<file path="src/rtl/irqsel_pkg.sv">
package irqsel_pkg;
  localparam int NLINES   = 16;
  localparam int SELW     = 4;
  localparam int PER_REG  = 4;
  localparam int NSELREG  = NLINES / PER_REG;
  localparam int AW       = 3;
  localparam int DW       = 32;

  typedef enum logic [AW-1:0] {
    A_SEL0 = 3'd0,
    A_SEL1 = 3'd1,
    A_SEL2 = 3'd2,
    A_SEL3 = 3'd3,
    A_RISE = 3'd4,
    A_FALL = 3'd5,
    A_MASK = 3'd6,
    A_PEND = 3'd7
  } reg_addr_e;
endpackage

</file>
<file path="src/rtl/irqsel_route.sv">
module irqsel_route
  import irqsel_pkg::*;
#(
  parameter int NBANKS = 6
) (
  input  logic [NLINES*SELW-1:0]   sel,
  input  logic [NBANKS*NLINES-1:0] pins,
  output logic [NLINES-1:0]        lvl
);
  for (genvar i = 0; i < NLINES; i++) begin : g_line
    always_comb begin
      lvl[i] = 1'b0;
      for (int b = 0; b < NBANKS; b++) begin
        if (sel[i*SELW +: SELW] == SELW'(b)) lvl[i] = pins[b*NLINES + i];
      end
    end
  end
endmodule

</file>
<file path="src/rtl/irqsel_edge.sv">
module irqsel_edge
  import irqsel_pkg::*;
(
  input  logic              clk,
  input  logic              rst_n,
  input  logic [NLINES-1:0] lvl_cur,
  input  logic [NLINES-1:0] lvl_nxt,
  input  logic [NLINES-1:0] rise_en,
  input  logic [NLINES-1:0] fall_en,
  input  logic [NLINES-1:0] clr,
  output logic [NLINES-1:0] pend
);
  logic [NLINES-1:0] hist_q;
  logic [NLINES-1:0] hit;

  assign hit = (lvl_cur & ~hist_q & rise_en) | (~lvl_cur & hist_q & fall_en);

  always_ff @(posedge clk) begin
    if (!rst_n) begin
      hist_q <= '0;
      pend   <= '0;
    end else begin
      hist_q <= lvl_nxt;
      pend   <= (pend & ~clr) | hit;
    end
  end
endmodule

</file>
<file path="src/rtl/irqsel_regs.sv">
module irqsel_regs
  import irqsel_pkg::*;
(
  input  logic                   clk,
  input  logic                   rst_n,
  input  logic                   we,
  input  logic [AW-1:0]          waddr,
  input  logic [DW-1:0]          wdata,
  input  logic [AW-1:0]          raddr,
  input  logic [NLINES-1:0]      pend,
  output logic [NLINES*SELW-1:0] sel_q,
  output logic [NLINES*SELW-1:0] sel_nxt,
  output logic [NLINES-1:0]      rise_en,
  output logic [NLINES-1:0]      fall_en,
  output logic [NLINES-1:0]      mask,
  output logic [NLINES-1:0]      pend_clr,
  output logic [DW-1:0]          rdata
);
  localparam int REGBITS = PER_REG * SELW;

  for (genvar i = 0; i < NLINES; i++) begin : g_sel
    localparam logic [AW-1:0] MYREG = AW'(i / PER_REG);
    localparam int            MYBIT = (i % PER_REG) * SELW;
    assign sel_nxt[i*SELW +: SELW] = (we && waddr == MYREG) ?
                                     wdata[MYBIT +: SELW] : sel_q[i*SELW +: SELW];
  end

  assign pend_clr = (we && waddr == A_PEND) ? wdata[NLINES-1:0] : '0;

  always_ff @(posedge clk) begin
    if (!rst_n) begin
      sel_q   <= '0;
      rise_en <= '0;
      fall_en <= '0;
      mask    <= '0;
    end else begin
      sel_q <= sel_nxt;
      if (we && waddr == A_RISE) rise_en <= wdata[NLINES-1:0];
      if (we && waddr == A_FALL) fall_en <= wdata[NLINES-1:0];
      if (we && waddr == A_MASK) mask    <= wdata[NLINES-1:0];
    end
  end

  always_comb begin
    rdata = '0;
    case (raddr)
      A_SEL0, A_SEL1, A_SEL2, A_SEL3:
        rdata[REGBITS-1:0] = sel_q[raddr[1:0]*REGBITS +: REGBITS];
      A_RISE: rdata[NLINES-1:0] = rise_en;
      A_FALL: rdata[NLINES-1:0] = fall_en;
      A_MASK: rdata[NLINES-1:0] = mask;
      default: rdata[NLINES-1:0] = pend;
    endcase
  end
endmodule

</file>
<file path="src/rtl/irqsel_top.sv">
module irqsel_top
  import irqsel_pkg::*;
#(
  parameter int NBANKS = 6
) (
  input  logic                     clk,
  input  logic                     rst_n,
  input  logic                     reg_we,
  input  logic [2:0]               reg_addr,
  input  logic [31:0]              reg_wdata,
  input  logic [2:0]               reg_raddr,
  output logic [31:0]              reg_rdata,
  input  logic [NBANKS*16-1:0]     bank_pins,
  output logic [15:0]              line_lvl,
  output logic                     irq
);
  logic [NLINES*SELW-1:0] sel_q;
  logic [NLINES*SELW-1:0] sel_nxt;
  logic [NLINES-1:0]      rise_en;
  logic [NLINES-1:0]      fall_en;
  logic [NLINES-1:0]      mask;
  logic [NLINES-1:0]      pend;
  logic [NLINES-1:0]      pend_clr;
  logic [NLINES-1:0]      lvl_nxt;

  irqsel_regs u_regs (
    .clk      (clk),
    .rst_n    (rst_n),
    .we       (reg_we),
    .waddr    (reg_addr),
    .wdata    (reg_wdata),
    .raddr    (reg_raddr),
    .pend     (pend),
    .sel_q    (sel_q),
    .sel_nxt  (sel_nxt),
    .rise_en  (rise_en),
    .fall_en  (fall_en),
    .mask     (mask),
    .pend_clr (pend_clr),
    .rdata    (reg_rdata)
  );

  // live routing from the committed selectors
  irqsel_route #(.NBANKS(NBANKS)) u_route_cur (
    .sel  (sel_q),
    .pins (bank_pins),
    .lvl  (line_lvl)
  );

  // routing from the selectors as they will be after this cycle's write
  irqsel_route #(.NBANKS(NBANKS)) u_route_nxt (
    .sel  (sel_nxt),
    .pins (bank_pins),
    .lvl  (lvl_nxt)
  );

  irqsel_edge u_edge (
    .clk     (clk),
    .rst_n   (rst_n),
    .lvl_cur (line_lvl),
    .lvl_nxt (lvl_nxt),
    .rise_en (rise_en),
    .fall_en (fall_en),
    .clr     (pend_clr),
    .pend    (pend)
  );

  assign irq = |(pend & mask);
endmodule

</file>
<file path="config.mk">
export PLATFORM = sky130hd
export DESIGN_NAME = irqsel_top
export DESIGN_NICKNAME = d
export VERILOG_FILES = /design/src/rtl/irqsel_pkg.sv /design/src/rtl/irqsel_route.sv /design/src/rtl/irqsel_edge.sv /design/src/rtl/irqsel_regs.sv /design/src/rtl/irqsel_top.sv
export SDC_FILE = /design/constraint.sdc
export NUM_CORES = 1
export LEC_CHECK = 0
export ABC_CLOCK_PERIOD_IN_PS = 1600
export BUFFER_PORTS_ARGS = -buffer_cell sky130_fd_sc_hd__buf_2
export CORE_AREA = 2 2 121 153
export CTS_CLUSTER_DIAMETER = 200
export DETAILED_ROUTE_END_ITERATION = 10
export DIE_AREA = 0 0 123 155
export PLACE_DENSITY = 0.84
export RECOVER_POWER = 100
export REMOVE_ABC_BUFFERS = 1
export SLEW_MARGIN = 20
export SYNTH_ARGS = -nofsm -noshare
export SYNTH_HDL_FRONTEND = slang
export SYNTH_SLANG_ARGS = --single-unit
export TNS_END_PERCENT = 5
</file>
<file path="constraint.sdc">
create_clock -name clk -period 1.6 [get_ports clk]
set_input_delay 0.08 -clock clk [delete_from_list [all_inputs] [get_ports clk]]
set_output_delay 0.08 -clock clk [all_outputs]
set_load 0.01 [all_outputs]
</file>
After elaboration in Yosys (flattened, before gate mapping) --
Index checks and enable logic that the tools add are counted.
Operators by class: equal/unequal tests 173, shifts and indexed selects 1, mux-type cells 210, bitwise operators 11, reduce and logical (&&, ||, !) cells 44
Operator list (number):
- $eq 4x2->1 const B | 64
- $eq 4x3->1 const B | 64
- $mux 1 | 192
- $eq 4x1->1 const B | 32
- $logic_not 4->1 | 32
- $and 16x16->16 | 6
- $mux 4 | 16
- $pmux 16 s4 | 1
- $shiftx 64x7->16 | 1
- $not 16->16 | 3
- $or 16x16->16 | 2
- $eq 3x3->1 const B | 7
- $mux 16 | 1
- $reduce_or 16->1 | 1
- $eq 3x2->1 const B | 4
- $logic_and 1x1->1 | 8
- $eq 3x1->1 const B | 2
- $logic_not 3->1 | 2
- $reduce_or 4->1 | 1
Storage, ports and cells: flip-flop bits (word level) 144, word-level logic and storage cells 445

Depth between registers and ports, before layout --
depth after elaboration 12, depth in mapped cells 7, depth with buffers taken out 5

Modules after synthesis --
A second synthesis with hierarchy kept.
Second synthesis, totals: cells, all modules 806, area total of the unflattened synthesis 8792.2 µm²
By module, submodules not included:
- irqsel_regs | instances 1, cells an instance 518, area each 5683.0 µm², sequential area each 2242.2 µm²
- irqsel_route | instances 2, cells an instance 80, area each 860.8 µm², sequential area each 0.0 µm²
- irqsel_edge | instances 1, cells an instance 119, area each 1286.2 µm², sequential area each 640.6 µm²
- irqsel_top | instances 1, cells an instance 9, area each 101.3 µm², sequential area each 0.0 µm²

Least setup slack after synthesis --
OpenSTA, ideal clock, no wires.
kind in2reg, from input reg_addr[0], to register u_edge.hist_q[3], library setup time 0.122 ns, arrival time 1.512 ns, setup slack -0.034 ns, stages on the path 6, buffers on the path 1, path through nor4b_4 buf_6 mux2i_2 mux2i_1 nor3_1 o311a_1
On the way: longest elaborated chain between the ends 10
Ends and longest elaborated chain:
- start, declared | RTL line irqsel_top.sv:9 | input logic [2:0] reg_addr,
- $logic_not 3->1 * | RTL line irqsel_regs.sv:24 | assign sel_nxt[i*SELW +: SELW] = (we && waddr == MYREG) ?
- $logic_and 1x1->1 * | RTL line irqsel_regs.sv:24
- $mux 4 * | RTL line irqsel_regs.sv:24
- $logic_not 4->1 | RTL line irqsel_route.sv:14 | if (sel[i*SELW +: SELW] == SELW'(b)) lvl[i] = pins[b*NLINES + i];
- $mux 1 (5 in a row) | RTL line irqsel_route.sv:14
- $mux 1 * | RTL line irqsel_route.sv:14
- end signal, assigned | RTL line irqsel_edge.sv:23 | hist_q <= lvl_nxt;
- end, declared | RTL line irqsel_edge.sv:13 | logic [NLINES-1:0] hist_q;
Mark *: on every way between the ends. The rest lies on a longest branch, timed or not. A chain may end at the register's enable or synchronous reset.

Worst setup path in the final report --
from register u_regs.sel_q[24], to output line_lvl[6]
On the way: longest elaborated chain between the ends 7
Ends and longest elaborated chain:
- start, declared | RTL line irqsel_regs.sv:11 | output logic [NLINES*SELW-1:0] sel_q,
- start signal, assigned | RTL line irqsel_regs.sv:37 | sel_q <= sel_nxt;
- $logic_not 4->1 | RTL line irqsel_route.sv:14
- $mux 1 (5 in a row) | RTL line irqsel_route.sv:14
- $mux 1 * | RTL line irqsel_route.sv:14
- end, declared | RTL line irqsel_top.sv:14 | output logic [15:0] line_lvl,
Marked as above.

==> impl_metrics.ini <==
[finish]
fillers = 1375
diodes = 0
final_cells = 1362
drive_above_1_share_pct = 36.4
seqCellArea_um2 = 2940
multiInputGateArea_um2 = 5510
layout.nets = 1258
areaGrowthSynthToFinish_pct = 26.3

[placed_design]
routabilityCongestion = 0.921
dp_cells = 1327
dp_hpwl_um = 19300
portBuffers = 153
place_ws_ps = -340

[synth]
syn_avg_cell_area_um2 = 9.45
synth-edff-count = 0
synth.top_cells.by_area = dfxtp_1, mux2i_1, mux4_2
synth_seq_cells = 144
synthArstFlopShare_pct = 0
synthCells = 916
synth_cell_types = 40
synth_area_leader_cell = dfxtp_1
syn-cell-area_um2 = 8650
synth.top_cell.area_share_pct = 33.3
yosysWarnings = 0
synth_seq_area_share_pct = 33.3
synth_ff_type = dfxtp_1

[clocking]
cts.sinks = 144
clk_latency_ps = 430
cts_max_level = 4
cts_tree = done
cts-buffers-inserted = 17
clockBufferDepth = 2
root_buffer = clkbuf_16
clkTransAtPathRegs_ps = 70

[pwr]
powerDensity_nw_per_um2 = 828
cellLeakagePower_nw = 4.65
ir_drop_v = 0.000664

[worst_setup_path]
arrival_ps = 1850
start_kind = register
worstPathCellList = mux4_2 -> a21oi_2 -> buf_4 -> buf_6 -> inv_2 -> buf_6
cp-end-kind = primary output
crit_buf_inv = 4
slowest_delay_ps = 530
r2r_cells = 7
cp_top_family = multiplexers
crit_top_cell = buf_6
crit_path_top_delay_cell = mux4_2
path_max_fanout = 3
crit_type = reg2out
cp.depth = 6
critPathRequiredTime_ps = 1520

[global_routing]
grt_overflow_total = 0
grt_usage_pct = 28.1
grt_pass1_wl_um = 41900
grt_antenna_before_repair = 0
first_global_vias = 8160
grt_max_degree = 45

[die]
die_area_um2 = 19100
core_area_um2 = 17800
ioPinCount = 186
die_h_um = 155
num_rows = 55
start_util_pct = 48.7
fp.dieW_um = 123

[route]
avgRoutedWirePerCell_um = 20.3
drtPass1Iterations = 5
antenna_left = 0
finalWirelength_um = 27700
drc = 0
via_per_inst = 6.10
via_count = 8307
drt_iter0_markers = 792

[timing]
period_minus_slack_ps = 1930
rsz0062_at_grt = yes
slew_headroom_pct = 46.5
fmax_ghz = 0.517
skew_ps = 6.88
hold_slack_ps = 9.67
setup_viol = 52
finalMaxSlewViolations = 0
hold_viol_final = 0
layout_setup_ws_ps = -335
final.period_utilization_pct = 121
worst_slew_pin_slew_ps = 803

[worst_hold_path]
hp-class = in2reg
whs_path_depth = 3

[job]
drv_cap = 0

[outcome]
status = finished, violations left
violations = negative setup slack
[tightest hold or removal path: cells and delay by family]
family | cells | cell delay, ps
AO/OA/AOI/OAI | 1 | 70
buffers and inverters | 1 | 160
AND/OR/NAND/NOR | 1 | 70
[stage by stage]
step	utilization [%]	instance area [um2]	TNS, ps	total power, mW
2_1_floorplan	-	8300	-8900	4.49
3_3_place_gp	57.4	10200	-2170	5.22
3_5_place_dp	57.4	10200	-3500	5.25
4_1_cts	61.9	11000	-6210	9.03
5_1_grt	61.6	10900	-12070	9.31
6_report	61.6	10900	-8410	9.05
[metal layers]
layer,part of all wire [%],wire (um),track usage (%),vias up
li1,-,-,-,3711
met1,37,10200,31.4,4027
met2,51,14100,48.9,455
met3,6.9,1920,6.34,114
met4,5.2,1440,15.5,0
met5,0,0,0,-
[cells in the mapped netlist (2+ instances only)]
library cell  number
a32oi_1           16
mux2i_1           98
nand3b_1           4
nand3_1            3
buf_2              7
mux4_2            32
a211oi_1          16
nand2_1          134
clkbuf_2           2
or3b_2            14
mux2i_4            4
nor4b_1           14
and2_1            24
nand2b_1          10
buf_6              5
nor3_1            24
clkbuf_1          42
mux2i_2           11
o22ai_1           24
nor2_1            58
a221oi_1           4
buf_1              2
buf_4             17
dfxtp_1          144
inv_1             16
o311a_1            8
a21oi_1           16
nor2b_1           41
mux2_2            42
a21boi_0          64
a22o_1             4
o211a_1            8
[placed cells by master, fill, tap and decap left out, types with 16 or more instances in the layout]
cell type  netlist  routed
a21boi_0        64      57
mux4_2          32      32
conb_1           1      16
clkbuf_16        0      17
mux2i_1         98     112
dfxtp_1        144     112
nor3_1          24      23
a32oi_1         16      16
mux2_1           0      19
dfxtp_2          0      25
clkbuf_1        42      18
and2_1          24      24
buf_4           17      61
o22ai_1         24      24
nor2_1          58      44
mux2_2          42      23
nor2b_1         41      41
nand2_1        134     134
buf_2            7     149
[registers in the layout, indices dropped and copies added (netlist names)]
register / count
u_edge.hist_q: 16
u_edge.pend: 16
u_regs.fall_en: 16
u_regs.mask: 16
u_regs.rise_en: 16
u_regs.sel_q: 64
[report_power, final]
group / internal, mW / switching, mW / total, mW / leakage [nW]
Clock: 2.16 / 1.64 / 3.80 / 0.263
Combinational: 0.695 / 0.778 / 1.47 / 3.20
Sequential: 3.68 / 0.103 / 3.78 / 1.19
[worst paths after layout]
check                    startpoint                 to  slack [ps]
setup / recovery   u_regs.sel_q[24]        line_lvl[6]        -330
setup reg to reg   u_regs.sel_q[24]     u_edge.pend[6]        -210
hold reg to reg   u_regs.rise_en[6]  u_regs.rise_en[6]         480
hold / removal        reg_wdata[15]    u_regs.mask[15]          10
[area by class of cell]
type	instances	area share [%]
clock inverters	14	1.24
inverters	16	0.572
repair buffers	247	14.3
well taps	228	2.61
multi-input cells	695	50.5
clock buffers	18	3.93
flip-flops and latches	144	26.9
[cells by family (layout without fill, tap and decap cells)]
logic type / count (synthesis) / in the layout / synth area share, %
buf+inv: 92 / 295 / 5.48
flops: 144 / 144 / 33.3
mux: 187 / 187 / 27.9
simple gates: 332 / 332 / 19.4
other cells: 1 / 16 / 0.0433
compound gates: 160 / 160 / 13.9
[repair_timing]
action	in CTS	in global routing
pin swaps	5	4
hold buffers	1	0
resized for setup	72	45
endpoints found under the hold margin	2	0
setup endpoints to repair	46	50
setup buffers	2	0
(Power assumes the default switching activity.)
